===== src/rtl/spwm3_pkg.sv =====
package spwm3_pkg;

    localparam int REF_W      = 16;
    localparam int FULL_SCALE = 32767;
    localparam int NUM_PH     = 3;

    typedef logic signed [REF_W-1:0] ref_t;
    typedef logic [3:0]              gate_t;

    typedef enum logic [1:0] {
        LVL_ZERO = 2'b00,
        LVL_POS  = 2'b01,
        LVL_NEG  = 2'b10
    } lvl_t;

    typedef struct packed {
        lvl_t  lvl;
        gate_t gate;
    } leg_t;

    localparam gate_t GATE_POS  = 4'b1100;
    localparam gate_t GATE_ZERO = 4'b0110;
    localparam gate_t GATE_NEG  = 4'b0011;
    localparam gate_t GATE_OFF  = 4'b0000;

    function automatic gate_t lvl_to_gate(input lvl_t lvl);
        gate_t g;
        case (lvl)
            LVL_POS:  g = GATE_POS;
            LVL_NEG:  g = GATE_NEG;
            default:  g = GATE_ZERO;
        endcase
        return g;
    endfunction

    function automatic int half_counts(input int clk_hz, input int sw_hz);
        int period;
        period = (clk_hz + sw_hz / 2) / sw_hz;
        return period / 2;
    endfunction

endpackage


===== src/rtl/spwm3_carrier.sv =====
module spwm3_carrier #(
    parameter int HALF = 2272,
    parameter int CW   = 12
) (
    input  logic          clk,
    input  logic          rst,
    input  logic          en,
    output logic [CW-1:0] cnt,
    output logic          peak
);
    localparam logic [CW-1:0] TOP = CW'(HALF);
    localparam logic [CW-1:0] ONE = CW'(1);

    logic rising;

    always_ff @(posedge clk) begin
        if (rst || !en) begin
            cnt    <= '0;
            rising <= 1'b1;
        end else if (rising) begin
            cnt <= cnt + ONE;
            if (cnt + ONE == TOP) begin
                rising <= 1'b0;
            end
        end else begin
            cnt <= cnt - ONE;
            if (cnt == ONE) begin
                rising <= 1'b1;
            end
        end
    end

    assign peak = (cnt == TOP);

endmodule


===== src/rtl/spwm3_leg.sv =====
module spwm3_leg
    import spwm3_pkg::*;
#(
    parameter int HALF = 2272,
    parameter int CW   = 12
) (
    input  logic          clk,
    input  logic          rst,
    input  logic          en,
    input  logic [CW-1:0] cnt,
    input  logic          peak,
    input  ref_t          ref_in,
    output ref_t          ref_hold,
    output gate_t         gate
);
    localparam int PW = REF_W + CW + 3;
    localparam logic signed [PW-1:0] K_HALF  = PW'(HALF);
    localparam logic signed [PW-1:0] K_FS    = PW'(FULL_SCALE);
    localparam logic signed [PW-1:0] K_SHIFT = PW'(FULL_SCALE) * PW'(HALF);

    logic signed [PW-1:0] scaled_ref;
    logic signed [PW-1:0] upper_car;
    logic signed [PW-1:0] lower_car;
    leg_t                 next_leg;

    always_comb begin
        scaled_ref = PW'(ref_hold) * K_HALF;
        upper_car  = PW'($signed({1'b0, cnt})) * K_FS;
        lower_car  = upper_car - K_SHIFT;
        if (scaled_ref > upper_car) begin
            next_leg.lvl = LVL_POS;
        end else if (scaled_ref < lower_car) begin
            next_leg.lvl = LVL_NEG;
        end else begin
            next_leg.lvl = LVL_ZERO;
        end
        next_leg.gate = lvl_to_gate(next_leg.lvl);
    end

    always_ff @(posedge clk) begin
        if (rst || !en) begin
            gate     <= GATE_OFF;
            ref_hold <= ref_in;
        end else begin
            gate <= next_leg.gate;
            if (peak) begin
                ref_hold <= ref_in;
            end
        end
    end

endmodule


===== src/rtl/spwm3_gen.sv =====
module spwm3_gen
    import spwm3_pkg::*;
#(
    parameter int CLK_HZ = 25_000_000,
    parameter int SW_HZ  = 5_500
) (
    input  logic              clk,
    input  logic              rst,
    input  logic              en,
    input  logic signed [15:0] ref_a,
    input  logic signed [15:0] ref_b,
    input  logic signed [15:0] ref_c,
    output logic [3:0]        gate_a,
    output logic [3:0]        gate_b,
    output logic [3:0]        gate_c
);
    localparam int HALF = half_counts(CLK_HZ, SW_HZ);
    localparam int CW   = $clog2(HALF + 1);

    logic [CW-1:0] car_cnt;
    logic          car_peak;
    ref_t          ref_vec  [NUM_PH];
    ref_t          ref_hold [NUM_PH];
    gate_t         gate_vec [NUM_PH];

    assign ref_vec[0] = ref_a;
    assign ref_vec[1] = ref_b;
    assign ref_vec[2] = ref_c;

    spwm3_carrier #(.HALF(HALF), .CW(CW)) u_carrier (
        .clk  (clk),
        .rst  (rst),
        .en   (en),
        .cnt  (car_cnt),
        .peak (car_peak)
    );

    for (genvar p = 0; p < NUM_PH; p++) begin : g_leg
        spwm3_leg #(.HALF(HALF), .CW(CW)) u_leg (
            .clk      (clk),
            .rst      (rst),
            .en       (en),
            .cnt      (car_cnt),
            .peak     (car_peak),
            .ref_in   (ref_vec[p]),
            .ref_hold (ref_hold[p]),
            .gate     (gate_vec[p])
        );
    end

    assign gate_a = gate_vec[0];
    assign gate_b = gate_vec[1];
    assign gate_c = gate_vec[2];

endmodule


===== config.mk =====
export PLATFORM = sky130hd
export DESIGN_NAME = spwm3_gen
export DESIGN_NICKNAME = d
export VERILOG_FILES = /design/src/rtl/spwm3_pkg.sv /design/src/rtl/spwm3_carrier.sv /design/src/rtl/spwm3_leg.sv /design/src/rtl/spwm3_gen.sv
export SDC_FILE = /design/constraint.sdc
export NUM_CORES = 1
export LEC_CHECK = 0
export ABC_AREA = 0
export BUFFER_PORTS_ARGS = -buffer_cell sky130_fd_sc_hd__buf_2
export CAP_MARGIN = 20
export CELL_PAD_IN_SITES_DETAIL_PLACEMENT = 1
export CELL_PAD_IN_SITES_GLOBAL_PLACEMENT = 1
export CORE_MARGIN = 8
export CORE_UTILIZATION = 29
export CTS_CLUSTER_DIAMETER = 80
export DETAILED_ROUTE_END_ITERATION = 8
export PLACE_DENSITY = 0.6
export RECOVER_POWER = 50
export SETUP_SLACK_MARGIN = 0.15
export SYNTH_ARGS = -nofsm -noshare
export SYNTH_HDL_FRONTEND = slang
export SYNTH_SLANG_ARGS = --single-unit

===== constraint.sdc =====
create_clock -name clk -period 7.07 [get_ports clk]
set_clock_uncertainty 0.2 [all_clocks]
set_input_delay 0.707 -clock clk [delete_from_list [all_inputs] [get_ports clk]]
set_output_delay 0.707 -clock clk [all_outputs]
set_load 0.01 [all_outputs]

[Word level (Yosys, flattened, before mapping)]
Index checks and enable logic that the tools add are counted.
Word-level totals
  register bits after elaboration: 73
  output and inout bits: 12
  word-level logic and storage cells: 52
Operators by class
  $add $sub $neg: 3
  multiply operators: 4
  order comparisons: 6
  equality and inequality tests: 9
  mux-type cells: 19
  reduce and logical (&&, ||, !) cells: 3
Operator list (count)
  2-to-1 mux 16 bit: 6
  greater-than comparator 31 bit: 3
  < comparator 31 bit: 3
  multiplier 16 x 8 -> 24 bit (second input constant): 3
  subtractor 31 x 28 -> 31 bit (second input constant): 1
  multiplier 12 x 15 -> 27 bit (second input constant): 1
  == test 12 bit (second input constant): 2
  one-hot mux 4 bit (2 select lines): 3
  adder 12 x 1 -> 12 bit (second input constant): 1
  == test 12 x 1 -> 1 bit (second input constant): 1
  2-to-1 mux 12 bit: 1
  2-to-1 mux 2 bit: 6
  subtractor 12 x 1 -> 12 bit (second input constant): 1
  == test 2 x 1 -> 1 bit (second input constant): 3
  == test 2 bit (second input constant): 3
  2-to-1 mux 1 bit: 3
  nonzero test 2 bit: 1
  logical NOT 1 bit: 1
  logical OR 1 bit: 1

[Longest topological paths before layout]
Gate-level depths: netlist of run 1.
  depth in word-level cells: 7
  gate-level depth with buffers: 33
  gate-level depth less buffers: 32

[By module]
Synthesis of run 1 repeated with hierarchy kept, for this count alone.
Second synthesis, totals
  cell total of the unflattened synthesis: 2743
  area total of the unflattened synthesis: 24138.2 um^2
By module, submodules not included
  spwm3_leg (g_leg[1].u_leg): times used 1, cells each 908, area an instance 7923.8 um^2, sequential area each 560.5 um^2
  spwm3_leg (g_leg[2].u_leg): times used 1, cells each 866, area an instance 7688.6 um^2, sequential area each 560.5 um^2
  spwm3_leg (g_leg[0].u_leg): times used 1, cells each 863, area an instance 7632.3 um^2, sequential area each 560.5 um^2
  spwm3_carrier: times used 1, cells each 106, area an instance 893.4 um^2, sequential area each 260.2 um^2

[Worst setup path before layout of run 1]
No wires, ideal clock.
  path kind: flip-flop to flip-flop
  from: register u_carrier.cnt[9]
  to: register g_leg[2].u_leg.gate[2]
  arrival: 7.488 ns
  path slack: -0.737 ns
  stages on the path, launching flop included: 28
  period minus slack after synthesis: 7.807 ns
  cell sequence: dfxtp_1 > fa_1 > inv_1 > fa_1 > inv_1 > fa_1 > fa_1 > inv_1 > fa_1 > inv_1 > ha_1 > buf_2 > a21o_1 > a2111o_1 > a41o_1 > o211ai_2 > xor2_2 > o41ai_4 > nand2b_1 > xnor2_1 > ha_1 > nand4_1 > nor3_1 > a2111oi_0 > a211oi_1 > a41oi_1 > o211ai_1 > o221a_1
Between the ends
  word-level cells in the longest chain between the ends: 7
  elaborated cells on any way between the ends: 9
Ends and longest elaborated chain
  start: declaration: line spwm3_carrier.sv:8  | output logic [CW-1:0] cnt,
  start signal: assignment: line spwm3_carrier.sv:21  | cnt <= cnt + ONE;
  start signal: assignment: line spwm3_carrier.sv:26  | cnt <= cnt - ONE;
  multiplier 12 x 15 -> 27 bit *: line spwm3_leg.sv:28  | upper_car = PW'($signed({1'b0, cnt})) * K_FS;
  subtractor 31 x 28 -> 31 bit: line spwm3_leg.sv:29  | lower_car = upper_car - K_SHIFT;
  < comparator 31 bit: line spwm3_leg.sv:32  | end else if (scaled_ref < lower_car) begin
  2-to-1 mux 2 bit: line spwm3_leg.sv:32
  2-to-1 mux 2 bit *: line spwm3_leg.sv:30  | if (scaled_ref > upper_car) begin
  == test 2 bit or == test 2 x 1 -> 1 bit (tied branches): line spwm3_pkg.sv:28  | case (lvl)
  one-hot mux 4 bit (2 select lines) *: line spwm3_pkg.sv:28
  end signal: assignment: line spwm3_leg.sv:45  | gate <= next_leg.gate;
  end: declaration: line spwm3_leg.sv:14  | output gate_t gate
Mark *: on every way between the ends. The rest lies on a longest branch, timed or not.
A chain may end at the register's enable or synchronous reset.

[Worst setup path after layout of run 1]
  from: register u_carrier.cnt[5]
  to: register g_leg[0].u_leg.gate[0]
Between the ends
  word-level cells in the longest chain between the ends: 7
  elaborated cells on any way between the ends: 9
Ends and longest elaborated chain (line)
  multiplier 12 x 15 -> 27 bit *: spwm3_leg.sv:28
  subtractor 31 x 28 -> 31 bit: spwm3_leg.sv:29
  < comparator 31 bit: spwm3_leg.sv:32
  2-to-1 mux 2 bit: spwm3_leg.sv:32
  2-to-1 mux 2 bit *: spwm3_leg.sv:30
  == test 2 bit or == test 2 x 1 -> 1 bit (tied branches): spwm3_pkg.sv:28
  one-hot mux 4 bit (2 select lines) *: spwm3_pkg.sv:28
  end signal: assignment: spwm3_leg.sv:45
  end: declaration: spwm3_leg.sv:14
Marks and branches as above.

==> impl_metrics.ini, run 1 <==
[clocking]
ctsHoldBuffers = 0
cts_num_sinks = 73
cts_max_level = 3
clk_latency_ns = 0.39
cts_buffer_depth = 2
cts_tree = done
cts_inserted_buffers = 9
cts_root_buf = clkbuf_16
clkTransAtPathRegs_ns = 0.07

[setup_path]
cpMostUsedCell = fa_2
cp_slowest_cell = fa_2
cp-end-kind = flip-flop
max_stage_delay_ns = 0.58
critPathRequiredTime_ns = 7.17
cp_max_fo = 5
path_class = reg2reg
arrival_ns = 7.61
worstSetupStartpointType = flip-flop

[routing]
dr.pass1.iters = 7
vias = 14330
drc = 0
antenna_left = 0
viasPerCell = 4.898
drt_iter0_drc = 451
wl_mm = 53.04
wl_per_cell_microns = 18.13

[die]
rows = 88
initial_core_util_pct = 29.27
die_y_microns = 257.1
io-pin-count = 63
dieArea_sq_um = 66090
die_w_microns = 257.1
coreArea_sq_um = 57590

[power_and_ir_drop]
pwr-share-comb_pct = 83.5
power.switching_mw = 3.179
p_per_area_nw_per_um2 = 291.1
swShare_pct = 51.30
irDropWorstVdd_uv = 161.3
p_seq_share_pct = 8.5
p_int_mw = 3.018
leakagePower_nw = 10.69
pwr-share-clk_pct = 8.0

[place]
dp.cells = 2867
port_buffers = 62
dpl_worst_slack_ns = -0.6798
hpwlAfterDp_mm = 45.33
place.gp.congestion = 0.8954

[timing]
max_freq_mhz = 133.1
setup_ws_ns = -0.4444
rsz0062_at_grt = true
relSlewSlack_pct = 33.29
fin_crit_sh_pct = 106.3
slew_viol_final = 0
hold_viol = 0
finalSetupViolations = 7
post-route-min-period_ns = 7.514
tightestPinTransition_ns = 0.9969

[synth]
synthXorXnorAreaFrac_pct = 6.800
synthArstFlopShare_pct = 0
synthCells = 1846
syn_area_sq_um = 16850
synthAdderAreaFrac_pct = 46.20
synth_compound_area_share_pct = 16.58
synth_top_family_by_area = adder cells
synth_ff_type = edfxtp_1
muxShareOfSynthArea_pct = 0.3786
ys_warn_count = 0
synthDistinctLibCells = 89
synth_edf_count = 48
seq_area_frac_synth_pct = 11.52
postSynthAreaPerCell_sq_um = 9.130
syn_nets = 2431
synth-seq-cells = 73
synth_simple_gate_area_share_pct = 9.473

[flow_run]
cap_violations = 0

[final_layout]
area_delta_synth_final_pct = 26.31
nFillCells = 6650
drive_above_1_share_pct = 23.52
multi_input_comb_area_sq_um = 14380
final_cell_mix = inv_1 (369), ha_1 (365), buf_4 (231)
layout_commonest_cell = inv_1
finish.utilization_pct = 36.97
final_nets = 2741
insertedDiodeCount = 0
fin_cells = 2925
regArea_sq_um = 1954

[global_route]
use_met3_pct = 2.271
antenna_found_initial = 0
met2_usage_pct = 29.09
use_met1_pct = 20.08
grt_pass1_vias = 16250
grt_pass1_wl_mm = 86.08
grt-ovfl-total = 0
grt_usage_pct = 16.13
grt_max_degree = 27
grt_busiest_layer = met2

[status]
outcome = finished with violations
violations = setup timing

[worst_hold_path]
hold_path.class = in2reg
-- per-layer routing --
layer	up-vias	routed length, microns
li1	6990	-
met1	7140	23740
met2	138	26660
met3	58	1484
met4	0	1158
met5	-	0
-- logic make-up after synthesis --
logic type | count (synthesis)
adder cells (fa/ha/maj) | 537
buffers and inverters | 402
AO/OA/AOI/OAI | 397
AND/OR/NAND/NOR | 313
XOR/XNOR | 118
flip-flops | 73
multiplexers | 6
-- timing repair --
item,CTS,global route
gates resized for setup,106,71
buffers inserted,27,16
pin swaps,70,62
endpoints found under the setup margin,12,12
-- flip-flops by register name, summed over array words and instances, names as in the netlist --
signal	count
g_leg.u_leg.gate	12
g_leg.u_leg.ref_hold	48
u_carrier.cnt	12
u_carrier.rising	1
-- power by group through the flow --
| stage | sequential, mW | clock (mW) | combinational [mW] |
|---|---|---|---|
| 6_report | 0.528 | 0.493 | 5.18 |
| 3_5_place_dp | 0.539 | 0 | 4.70 |
| 3_3_place_gp | 0.539 | 0 | 4.52 |
| 2_1_floorplan | 0.528 | 0 | 3.22 |
| 4_1_cts | 0.530 | 0.514 | 5.01 |
| 5_1_grt | 0.535 | 0.521 | 5.77 |
-- cells in the mapped netlist (all sizes together), types with 4 or more instances --
| master | n | area [sq um] |
|---|---|---|
| ha | 391 | 4892 |
| inv | 386 | 1449 |
| fa | 143 | 2863 |
| a21oi | 104 | 520.5 |
| xnor2 | 82 | 733.2 |
| nor2 | 74 | 277.8 |
| a21o | 58 | 435.4 |
| nand2 | 58 | 217.7 |
| o21ai | 58 | 297.8 |
| edfxtp | 48 | 1441 |
| nor3 | 36 | 185.2 |
| xor2 | 30 | 277.8 |
| nand4 | 29 | 181.4 |
| nand3 | 28 | 140.1 |
| dfxtp | 25 | 500.5 |
| o21a | 21 | 157.7 |
| a211oi | 19 | 165.2 |
| o211ai | 19 | 147.6 |
| nor2b | 18 | 112.6 |
| and3 | 11 | 68.82 |
| nand2b | 11 | 68.82 |
| o2111ai | 11 | 96.34 |
| or2 | 10 | 62.56 |
| a31oi | 9 | 62.56 |
| and2 | 9 | 56.30 |
| buf | 9 | 50.04 |
| o21bai | 9 | 67.56 |
| a2111oi | 8 | 76.32 |
| a31o | 8 | 70.06 |
| or3 | 8 | 50.05 |
| a21boi | 7 | 52.55 |
| clkbuf | 7 | 26.28 |
| o31ai | 7 | 52.55 |
| a211o | 6 | 52.55 |
| nor4 | 6 | 43.79 |
| xnor3 | 6 | 135.1 |
| o31a | 5 | 43.79 |
| o41ai | 5 | 81.33 |
| a221oi | 4 | 35.03 |
| o2111a | 4 | 45.04 |
| o22ai | 4 | 25.02 |
-- per-stage QoR --
stage | hold slack [ns] | total power, mW | instance area (sq um) | TNS [ns]
5_1_grt | 0.2624 | 6.825 | 21290 | -5.104
3_3_place_gp | 0.4246 | 5.056 | 19840 | -3.864
3_5_place_dp | 0.4391 | 5.239 | 19840 | -4.986
6_report | 0.2778 | 6.197 | 21290 | -2.282
2_1_floorplan | 0.3246 | 3.749 | 17070 | -0.7388
4_1_cts | 0.2530 | 6.057 | 20870 | -1.694
-- critical path: cells and delay by family (launching register included) --
family / cells / cell delay, ns
AOI/OAI and AO/OA: 9 / 1.80
xor gates and xnor gates: 2 / 0.38
adders and majority gates: 7 / 3.15
buffers and inverters: 8 / 0.94
DFF: 1 / 0.33
and+or+nand+nor: 4 / 0.62
-- final cells by class --
type	instances	area share (%)
well taps	765	4.496
repair buffers	315	10.68
clock buffers	11	1.093
flip-flops and latches	73	9.181
inverters	386	6.806
multi-input cells	1371	67.53
clock inverters	4	0.2116
-- path summary, 6_finish.rpt --
path / start / cells past startpoint / slack, ns / endpoint
setup / recovery: u_carrier.cnt[5]$_SDFF_PP0_ / 30 / -0.44 / g_leg[0].u_leg.gate[0]$_SDFF_PP0_
hold / removal: ref_a[15] / 1 / 0.28 / g_leg[0].u_leg.ref_hold[15]$_DFFE_PP_
setup reg to reg: u_carrier.cnt[5]$_SDFF_PP0_ / 30 / -0.44 / g_leg[0].u_leg.gate[0]$_SDFF_PP0_
hold reg to reg: u_carrier.cnt[7]$_SDFF_PP0_ / 3 / 0.49 / u_carrier.cnt[7]$_SDFF_PP0_
Note: power is estimated with default switching activity, not from simulation.
==> run 2: changes to the inputs <==
==> constraint.sdc (replaced) <==
create_clock -name clk -period 7.07 [get_ports clk]
set_clock_uncertainty 0.2 [all_clocks]
set_input_delay 1.0605 -clock clk [delete_from_list [all_inputs] [get_ports clk]]
set_output_delay 1.0605 -clock clk [all_outputs]
set_load 0.01 [all_outputs]
==> run 2 against run 1 <==
  * The run still ends with setup timing left
  * Final area about the same
  * Critical path type unchanged
  * Hold slack better by 0.21 ns
  * Critical endpoint is now g_leg[0].u_leg.gate[2]$_SDFF_PP0_
  * Largest power group unchanged
  * Global-route usage unchanged
  * Register-to-register slack about the same
  * Setup slack got worse by 0.014 ns
  * Clock power about the same
==> impl_metrics.ini, run 2 (synthesis gave the netlist of run 1 again) <==
[clocking]
cts_inserted_buffers = 9
cts_num_sinks = 73
cts_buffer_depth = 2
clk_latency_ns = 0.39
cts_max_level = 3
clkTransAtPathRegs_ns = 0.07
cts_root_buf = clkbuf_16
cts_tree = done

[timing]
fin_crit_sh_pct = 106.5
hold_viol = 0
finalSetupViolations = 7
slew_viol_final = 0
relSlewSlack_pct = 32.96
post-route-min-period_ns = 7.528
max_freq_mhz = 132.8
tightestPinTransition_ns = 1.002
rsz0062_at_grt = true
setup_ws_ns = -0.4584
setup_tns_ns = -2.287

[place]
place.gp.congestion = 0.8954
hpwlAfterDp_mm = 45.33
dp.cells = 2867
dpl_worst_slack_ns = -0.6798
port_buffers = 62

[worst_hold_path]
hold_path.class = reg2reg
holdCritStartpoint = u_carrier.cnt[7]$_SDFF_PP0_
hold-path-cell-count = 3
holdPathEnd = u_carrier.cnt[7]$_SDFF_PP0_

[final_layout]
fin_cells = 2925
final_cell_mix = inv_1 (369), ha_1 (365), buf_4 (231)
drive_above_1_share_pct = 23.66
layout_top_registers = g_leg.u_leg.ref_hold: 48 flops, g_leg.u_leg.gate: 12 flops, u_carrier.cnt: 12 flops
finish.utilization_pct = 36.97
layout_commonest_cell = inv_1
area_delta_synth_final_pct = 26.33
insertedDiodeCount = 0
top_register = g_leg.u_leg.ref_hold
largest_register_ffs = 48
final_nets = 2741
nFillCells = 6651
multi_input_comb_area_sq_um = 14380
regArea_sq_um = 1954

[power_and_ir_drop]
leakagePower_nw = 10.70
irDropWorstVdd_uv = 158.3
finalPower_mw = 6.196
p_per_area_nw_per_um2 = 291.0

[setup_path]
r2r-end = g_leg[0].u_leg.gate[2]$_SDFF_PP0_
cp_max_fo = 5
rrSetupSlack_ns = -0.46
max_stage_delay_ns = 0.58
cpMostUsedCell = fa_2
arrival_ns = 7.63
cp-end-kind = flip-flop
path_delay_family = adder cells
worstSetupStartpointType = flip-flop
critPathRequiredTime_ns = 7.18
worstRegToRegCells = 30
path_class = reg2reg
worstReg2RegStart = u_carrier.cnt[5]$_SDFF_PP0_
cp_slowest_cell = fa_2
worst-path-buf-inv = 8

[global_route]
met2_usage_pct = 29.09
antenna_found_initial = 0
grt_pass1_vias = 16250
use_met3_pct = 2.271
grt_busiest_layer = met2
grt_max_degree = 27
grt-ovfl-total = 0
grt_pass1_wl_mm = 86.08
use_met1_pct = 20.08
grt_usage_pct = 16.13

[routing]
antenna_left = 0
drc = 0
drt_iter0_drc = 433
vias = 14320
viasPerCell = 4.896
dr.pass1.iters = 4
wl_per_cell_microns = 18.12
wl_mm = 53.01

[die]
die_w_microns = 257.1
dieArea_sq_um = 66090
rows = 88
initial_core_util_pct = 29.27
io-pin-count = 63
die_y_microns = 257.1
coreArea_sq_um = 57590

[status]
outcome = finished with violations
violations = setup timing

[flow_run]
cap_violations = 0
## run 2: tightest hold or removal path: stages (launching register included)
cell and delay (ns):
dfxtp_2 0.35, buf_4 0.14, xnor2_1 0.11, nor2_1 0.04
## run 2: what timing repair did
action,in CTS,in global routing
endpoints found under the hold margin,0,0
endpoints found under the setup margin,12,12
hold buffers,0,0
pin swaps,70,62
resized for setup,106,71
buffers inserted,27,16
## run 2: routing by layer
layer,part of all wire [%],vias up
met2,50,133
met5,0,-
met1,45,7144
li1,-,6989
met4,2.1,0
met3,2.4,55
## run 2: per-stage QoR
step	hold slack [ns]	instance area, sq um
3_3_place_gp	0.4246	19840
4_1_cts	0.4527	20870
2_1_floorplan	0.3246	17070
6_report	0.4881	21290
5_1_grt	0.5329	21290
3_5_place_dp	0.4391	19840
## run 2: area by class of cell
class / instances / area share [%]
clock buffer: 11 / 1.093
clock inverter: 4 / 0.2116
inverter: 386 / 6.805
multi-input combinational: 1371 / 67.52
sequential: 73 / 9.179
tap: 765 / 4.495
timing repair buffer: 315 / 10.70
## run 2: worst max-delay path by stage
stage	start	endpoint	cells after the start
6_report	u_carrier.cnt[5]$_SDFF_PP0_	g_leg[0].u_leg.gate[2]$_SDFF_PP0_	30
5_1_grt	u_carrier.cnt[5]$_SDFF_PP0_	g_leg[1].u_leg.gate[0]$_SDFF_PP0_	29
4_1_cts	u_carrier.cnt[4]$_SDFF_PP0_	g_leg[1].u_leg.gate[0]$_SDFF_PP0_	29
2_1_floorplan	u_carrier.cnt[10]$_SDFF_PP0_	g_leg[1].u_leg.gate[0]$_SDFF_PP0_	28
3_3_place_gp	u_carrier.cnt[3]$_SDFF_PP0_	g_leg[2].u_leg.gate[2]$_SDFF_PP0_	25
3_5_place_dp	u_carrier.cnt[7]$_SDFF_PP0_	g_leg[2].u_leg.gate[2]$_SDFF_PP0_	27
## run 2: report_power, final
group | internal, mW | leakage (nW) | total [mW] | switching, mW
sequential | 0.489 | 0.697 | 0.528 | 0.0386
combinational | 2.26 | 9.87 | 5.18 | 2.92
clock | 0.270 | 0.139 | 0.490 | 0.220
